### src/rtl/isc_pkg.sv
package isc_pkg;
  typedef logic [3:0] addr_t;

  localparam addr_t A_SUM  = 4'd0;
  localparam addr_t A_LS0  = 4'd1;
  localparam addr_t A_DST  = 4'd3;
  localparam addr_t A_LEN0 = 4'd4;
  localparam addr_t A_DEN  = 4'd6;
  localparam addr_t A_DCTL = 4'd7;
  localparam addr_t A_LCTL = 4'd8;

  localparam int SUM_LINK = 0;
  localparam int SUM_DMA  = 1;
  localparam int SUM_FLY  = 2;
  localparam int DCLR_BIT = 2;
  localparam int LCLR_BIT = 1;
endpackage

### src/rtl/isc_stat_reg.sv
// One condition group: sticky status with clear-on-read, plus its enable mask.
module isc_stat_reg #(
  parameter int W = 8
) (
  input  logic         clk,
  input  logic         rst_n,
  input  logic [W-1:0] evt,
  input  logic         rd_clr,
  input  logic         en_we,
  input  logic [W-1:0] en_wdata,
  output logic [W-1:0] stat,
  output logic [W-1:0] en,
  output logic         pend
);
  always_ff @(posedge clk or negedge rst_n) begin
    if (!rst_n) begin
      stat <= '0;
      en   <= '0;
    end else begin
      // A new event wins over a clearing read in the same cycle.
      stat <= (rd_clr ? '0 : stat) | evt;
      if (en_we) en <= en_wdata;
    end
  end

  assign pend = |(stat & en);
endmodule

### src/rtl/isc_drain_gate.sv
// Holds link interrupts back while a fatal receive-side event waits for the DMA FIFO to drain.
module isc_drain_gate #(
  parameter int          W     = 16,
  parameter logic [W-1:0] FATAL = '0
) (
  input  logic         clk,
  input  logic         rst_n,
  input  logic [W-1:0] evt,
  input  logic         rx_dir,
  input  logic         fifo_empty,
  output logic         hold
);
  logic fatal_hit;
  assign fatal_hit = |(evt & FATAL);

  always_ff @(posedge clk or negedge rst_n) begin
    if (!rst_n) hold <= 1'b0;
    else        hold <= (hold | (fatal_hit & rx_dir)) & !fifo_empty;
  end
endmodule

### src/rtl/irq_status_ctrl.sv
module irq_status_ctrl
  import isc_pkg::*;
#(
  parameter int DW        = 8,
  parameter int LINK_REGS = 2,
  parameter int DMA_W     = 7,
  parameter logic [DW*LINK_REGS-1:0] FATAL_MASK = 16'h0003
) (
  input  logic                      clk,
  input  logic                      rst_n,
  input  logic [DW*LINK_REGS-1:0]   link_evt,
  input  logic [DMA_W-1:0]          dma_evt,
  input  logic                      onfly_evt,
  input  logic                      rx_dir,
  input  logic                      dma_fifo_empty,
  input  logic                      seq_active,
  input  logic                      reg_rd,
  input  logic                      reg_wr,
  input  logic [3:0]                reg_addr,
  input  logic [DW-1:0]             reg_wdata,
  output logic [DW-1:0]             reg_rdata,
  output logic                      irq_n,
  output logic                      dma_fifo_clr,
  output logic                      link_fifo_clr
);
  localparam int LINK_W = DW * LINK_REGS;

  // While the sequencer runs, only the summary register is reachable.
  logic host_ok, rd_ok, wr_ok;
  assign host_ok = !seq_active || (reg_addr == A_SUM);
  assign rd_ok   = reg_rd && host_ok;
  assign wr_ok   = reg_wr && host_ok;

  logic [LINK_REGS-1:0][DW-1:0] lstat, len;
  logic [LINK_REGS-1:0]         lpend;

  for (genvar g = 0; g < LINK_REGS; g++) begin : g_link
    localparam addr_t A_ST = addr_t'(A_LS0 + g);
    localparam addr_t A_EN = addr_t'(A_LEN0 + g);
    isc_stat_reg #(.W(DW)) u_lreg (
      .clk      (clk),
      .rst_n    (rst_n),
      .evt      (link_evt[g*DW +: DW]),
      .rd_clr   (rd_ok && reg_addr == A_ST),
      .en_we    (wr_ok && reg_addr == A_EN),
      .en_wdata (reg_wdata),
      .stat     (lstat[g]),
      .en       (len[g]),
      .pend     (lpend[g])
    );
  end

  logic [DMA_W-1:0] dstat, den;
  logic             dpend;
  isc_stat_reg #(.W(DMA_W)) u_dreg (
    .clk      (clk),
    .rst_n    (rst_n),
    .evt      (dma_evt),
    .rd_clr   (rd_ok && reg_addr == A_DST),
    .en_we    (wr_ok && reg_addr == A_DEN),
    .en_wdata (reg_wdata[DMA_W-1:0]),
    .stat     (dstat),
    .en       (den),
    .pend     (dpend)
  );

  logic drain_hold;
  isc_drain_gate #(.W(LINK_W), .FATAL(FATAL_MASK)) u_drain (
    .clk        (clk),
    .rst_n      (rst_n),
    .evt        (link_evt),
    .rx_dir     (rx_dir),
    .fifo_empty (dma_fifo_empty),
    .hold       (drain_hold)
  );

  logic fly;
  logic link_pend;
  assign link_pend = (|lpend) && !drain_hold;

  always_ff @(posedge clk or negedge rst_n) begin
    if (!rst_n) fly <= 1'b0;
    else        fly <= (fly && !(wr_ok && reg_addr == A_SUM && reg_wdata[SUM_FLY])) || onfly_evt;
  end

  logic [DW-1:0] rmux;
  always_comb begin
    rmux = '0;
    if (reg_addr == A_SUM) begin
      rmux[SUM_LINK] = link_pend;
      rmux[SUM_DMA]  = dpend;
      rmux[SUM_FLY]  = fly;
    end
    if (reg_addr == A_DST) begin
      rmux[DMA_W-1:0] = dstat;
      rmux[DW-1]      = dma_fifo_empty;
    end
    if (reg_addr == A_DEN) rmux[DMA_W-1:0] = den;
    for (int k = 0; k < LINK_REGS; k++) begin
      if (reg_addr == addr_t'(A_LS0 + k))  rmux = lstat[k];
      if (reg_addr == addr_t'(A_LEN0 + k)) rmux = len[k];
    end
  end

  always_ff @(posedge clk or negedge rst_n) begin
    if (!rst_n) begin
      reg_rdata     <= '0;
      dma_fifo_clr  <= 1'b0;
      link_fifo_clr <= 1'b0;
    end else begin
      reg_rdata     <= rd_ok ? rmux : '0;
      dma_fifo_clr  <= wr_ok && reg_addr == A_DCTL && reg_wdata[DCLR_BIT];
      link_fifo_clr <= wr_ok && reg_addr == A_LCTL && reg_wdata[LCLR_BIT];
    end
  end

  assign irq_n = !(link_pend || dpend || fly);
endmodule

### config.mk
export PLATFORM = sky130hd
export DESIGN_NAME = irq_status_ctrl
export DESIGN_NICKNAME = d
export VERILOG_FILES = /design/src/rtl/isc_pkg.sv /design/src/rtl/isc_stat_reg.sv /design/src/rtl/isc_drain_gate.sv /design/src/rtl/irq_status_ctrl.sv
export SDC_FILE = /design/constraint.sdc
export NUM_CORES = 1
export LEC_CHECK = 0
export ABC_AREA = 1
export BUFFER_PORTS_ARGS = -buffer_cell sky130_fd_sc_hd__buf_2
export CORE_UTILIZATION = 45
export CTS_BUF_LIST = sky130_fd_sc_hd__clkbuf_2
export DETAILED_ROUTE_END_ITERATION = 7
export HOLD_SLACK_MARGIN = 0.12
export PLACE_DENSITY = 0.67
export SKIP_CTS_REPAIR_TIMING = 1
export SLEW_MARGIN = 30
export SYNTH_ARGS = -nofsm -noshare
export SYNTH_HDL_FRONTEND = slang
export SYNTH_SLANG_ARGS = --single-unit
### constraint.sdc
create_clock -name clk -period 1.5 [get_ports clk]
set_input_delay 0.3 -clock clk [delete_from_list [all_inputs] [get_ports clk]]
set_output_delay 0.3 -clock clk [all_outputs]
set_load 0.02 [all_outputs]
Word level (Yosys, flattened, before mapping)
Cells that the tools add are included.

Equality and inequality tests: 8. Reduce and logical (&&, ||, !) cells: 29. Mux-type cells: 11. Bitwise gates (word level): 9.

Operator list (count): 2-to-1 mux 8 bit (8); AND 8 bit (2); == test 4 x 3 -> 1 bit, second input constant (4); logical AND 1 bit (16); bitwise OR 8 bit (2); OR reduction 16 bit (1); 2-to-1 mux 7 bit (2); == test 4 x 2 -> 1 bit, second input constant (2); AND 7 bit (1); bitwise OR 7 bit (1); OR reduction 7 bit (1); zero test 1 bit (5); == test 4 x 1 -> 1 bit, second input constant (1); == test 4 bit, second input constant (1); zero test 4 bit (1); logical OR 1 bit (4); 2-to-1 mux 3 bit (1); AND 1 bit (2); OR reduction 2 bit (1); bitwise OR 1 bit (1).

Logic and storage cells: 68. Output and inout port bits: 11. Input bits: 43. Bits in registers: 58.

Logic depth before layout (Yosys ltp)
Word-level depth: 11. Gate-level depth with buffers: 10. Gate-level depth less buffers: 10.

By module
A second synthesis with hierarchy kept.

Cells, all modules: 366. Area, all modules: 2904.0 sq um.

Modules (own cells, without submodules): isc_stat_reg (g_link[0].u_lreg ...) (instances 2, area each 663.1 sq um, cells an instance 73); irq_status_ctrl (instances 1, area each 947.2 sq um, cells an instance 152); isc_stat_reg (u_dreg) (instances 1, area each 591.8 sq um, cells an instance 64); isc_drain_gate (instances 1, area each 38.8 sq um, cells an instance 4).

Worst setup path after synthesis
No wires, ideal clock.

Path type: register to output. From: register g_link[1].u_lreg.stat[6]. To: output irq_n. Path slack: -52 ps. Stages on the path, launching flop included: 8. Data required time: 1200 ps. Arrival: 1252 ps. Cell sequence: dfrtp_1 nand2_1 nand2_1 inv_1 nand2_1 nor2_1 nand2_1 a211oi_1.

Cells in the longest elaborated chain, start to end: 6.

Ends and longest elaborated chain: start: declaration (RTL line isc_stat_reg.sv:11) `output logic [W-1:0] stat,`; start signal: assignment (RTL line isc_stat_reg.sv:21) `stat <= (rd_clr ? '0 : stat) | evt;`; AND 8 bit (RTL line isc_stat_reg.sv:26) `assign pend = |(stat & en);`; OR reduction 16 bit (RTL line irq_status_ctrl.sv:79) `assign link_pend = (|lpend) && !drain_hold;`; logical AND 1 bit (RTL line irq_status_ctrl.sv:79); logical OR 1 bit (2 in a row) (RTL line irq_status_ctrl.sv:117) `assign irq_n = !(link_pend || dpend || fly);`; zero test 1 bit (RTL line irq_status_ctrl.sv:117); end: declaration (RTL line irq_status_ctrl.sv:22) `output logic irq_n,`.

Every way passes these cells.

Final worst setup path
From: register u_dreg.en[6]. To: output irq_n.

Cells in the longest elaborated chain, start to end: 5.

Ends and longest elaborated chain: start: declaration (RTL line isc_stat_reg.sv:12) `output logic [W-1:0] en,`; start signal: assignment (RTL line isc_stat_reg.sv:22) `if (en_we) en <= en_wdata;`; AND 7 bit (RTL line isc_stat_reg.sv:26); OR reduction 7 bit (RTL line isc_stat_reg.sv:26); logical OR 1 bit (2 in a row) (RTL line irq_status_ctrl.sv:117); zero test 1 bit (RTL line irq_status_ctrl.sv:117).

Every way passes these cells.

==> impl_metrics.csv <==
group,metric,value,unit
global_routing,grt_use_met1,0.293,
clock_network,h-tree-depth,3,
clock_network,cts-buffers-inserted,9,
detailed_routing,wl_per_cell,13.0,um
synth,synthCells,316,
synth,ys_types,27,
status,outcome,"finished with violations",
floorplanning,die-area,0.00649,mm^2
detailed_routing,viasPerCell,4.91,
clock_network,cts_root_buffer,"clkbuf_2",
sta,tightest_slew,0.361,ns
global_routing,grt_antenna_before_repair,0,
clock_network,clkTransAtPathRegs,0.19,ns
place,postPlaceCellArea,0.00334,mm^2
place,portBuffers,53,
detailed_routing,drc_errors,0,
detailed_routing,routed-via-count,2536,
worst_setup_path,critPathKind,"register to output pin",
place,gp_congestion,0.856,
final_layout,final_area,0.00380,mm^2
synth,synthesis.nets,359,
synth,synth_ff_type,"dfrtp_1",
synth,yosysTopAreaCell,"dfrtp_1",
worst_setup_path,cp-start-kind,"register",
worst_setup_path,critPathMaxFanout,3,
sta,relSlewSlack,0.759,
pwr,peakVddDrop,0.525,mV
pwr,power_leakage,0.00211,uW
final_layout,area_growth,36.7,%
place,post-dp-hpwl,4970,um
sta,maxSlewViolCount,0,
sta,min_period_over_period,1.35,
detailed_routing,ant_nets,0,
synth,ys_warn_count,0,
synth,async_flop_share,1.00,
clock_network,cts_buffer_depth,2,
synth,synth.area.top_cells,"dfrtp_1, nand2_1, inv_1",
hold_path,min_path_type,"primary input to register",
sta,finalCriticalPeriod,2.02,ns
clock_network,cts_sinks,58,
floorplanning,start_util,0.469,
final_layout,n_antenna_cell,0,
clock_network,cts_tree,"built",
synth,synth_edf_count,0,
sta,fmax,495,MHz
synth,synth_common_cells,"nand2_1, dfrtp_1, inv_1, o21bai_1, o21ai_2",
worst_setup_path,end_kind,"output pin",
detailed_routing,firstDrtPassIters,7,
final_layout,drive_gt1_frac,0.296,
synth,netlist_area,0.00278,mm^2
place,post-place-ws,0.0140,ns
floorplanning,die_x,80.6,um
global_routing,gr-total-overflow,0,
floorplanning,core-area,0.00592,mm^2
floorplanning,rows,28,
final_layout,final_util,0.641,
sta,finClkSkew,0.0193,ns
sta,setup_slack,-0.520,ns
global_routing,grt_pass1_wl,10900,um
floorplanning,ios,54,
global_routing,grt.busiest_layer,"met2",
sta,hold_viol,0,
global_routing,use_met2,0.372,
global_routing,met3_usage,0.0580,
floorplanning,die_h,80.6,um
sta,rsz0062_at_grt,"true",
global_routing,grt_pass1_vias,2305,
synth,ys_seq_area_frac,0.523,
global_routing,grt_use_total,0.230,
synth,ys_ff_latch,58,
detailed_routing,wl,6740,um
status,violations,"setup timing",
final_layout,nets,480,
detailed_routing,first_iter_violations,127,
worst_setup_path,critPathRequiredTime,1.20,ns
synth,yosysMostFrequentCell,"nand2_1",
pwr,power_density,911,mW/mm^2
synth,avgSynthCellArea,8.79,um^2
worst_setup_path,arrival,1.72,ns
global_routing,grt_max_degree,59,
job,maxCapViolations,0,
clock_network,clk-insertion-delay-late,0.50,ns
synth,yosys.area.top_type_share,0.523,
sta,setup_viol,1,
## per-layer routing
layer,vias up,part of all wire
met5,-,0
met4,0,0.015
met3,10,0.054
met2,69,0.48
met1,1200,0.45
li1,1257,-
## final cells by class
type                       count  area (um^2)
clock buffer                   9         45.0
inverter                      52          198
tap                           75         93.8
clock inverter                 7         60.1
multi-input combinational    202         1100
fill                         517         2120
sequential                    58         1450
timing repair buffer         114          848
## layout by cell type, fill, tap and decap left out
cell type / n
clkinvlp_4: 1
buf_12: 3
dlygate4sd3_1: 34
nor2_1: 9
o21ai_2: 15
clkinv_1: 2
nand2_4: 1
nor2_4: 3
inv_4: 1
o22ai_1: 1
o21ai_0: 13
dfrtp_1: 58
or2_2: 1
o21bai_1: 23
nand2_1: 81
nand4_1: 3
a211oi_2: 1
bufinv_16: 1
nand3_4: 1
nor2_2: 4
inv_1: 47
o21ai_1: 9
a31oi_1: 5
inv_2: 4
a21o_1: 1
nand3_1: 10
buf_2: 52
o211ai_1: 6
clkinv_2: 3
clkbuf_2: 9
buf_4: 25
nor3_1: 2
nand2_2: 6
a21oi_1: 7
## per-stage QoR
step / total power (uW) / setup TNS [ns] / hold slack, ns / instances
floorplan: 2180 / 0 / 0.00441 / 316
global placement: 2450 / 0 / 0.331 / 467
detailed placement: 2470 / 0 / 0.330 / 467
CTS: 3410 / -0.561 / -0.260 / 483
global route: 3650 / -0.663 / 0.120 / 517
finish: 3460 / -0.520 / 0.107 / 517
## logic make-up (layout without fill, tap and decap cells)
group / Yosys count / in the layout / synth area share
AO/OA/AOI/OAI: 81 / 81 / 0.197
flip-flops: 58 / 58 / 0.523
buffers and inverters: 56 / 182 / 0.0847
AND/OR/NAND/NOR: 121 / 121 / 0.196
## flip-flops by register name, indices dropped and copies added, names as in the netlist
name	flops
u_drain.hold	1
reg_rdata	8
link_fifo_clr	1
u_dreg.stat	7
dma_fifo_clr	1
fly	1
g_link.u_lreg.en	16
u_dreg.en	7
g_link.u_lreg.stat	16
## path summary, 6_finish.rpt
| path | depth (start not counted) | start | slack (ns) | endpoint |
|---|---|---|---|---|
| setup reg to reg | 8 | u_dreg.en[6] | 0.09 | reg_rdata[1] |
| max in group asynchronous | 3 | rst_n | 0.90 | g_link[0].u_lreg.stat[4] |
| hold reg to reg | 2 | g_link[1].u_lreg.en[1] | 0.52 | g_link[1].u_lreg.en[1] |
| hold / removal | 3 | reg_addr[0] | 0.11 | dma_fifo_clr |
| min in group asynchronous | 3 | rst_n | 0.28 | fly |
| setup / recovery | 6 | u_dreg.en[6] | -0.52 | irq_n |
## power by group
group	switching (uW)	leakage, uW	total, uW	internal (uW)
registers	96.2	0.000660	1800	1700
logic	372	0.00138	711	339
clock network	583	0.0000665	948	365
total	1050	0.00211	3460	2410
## critical path: stages, from the launching register on
cell      delay [ns]
dfrtp_1         0.44
nand2_1         0.06
nand2_1         0.05
nor2_1          0.14
nand4_1         0.16
a211oi_2        0.18
buf_4           0.17
Power figures use the tool's default switching activity.
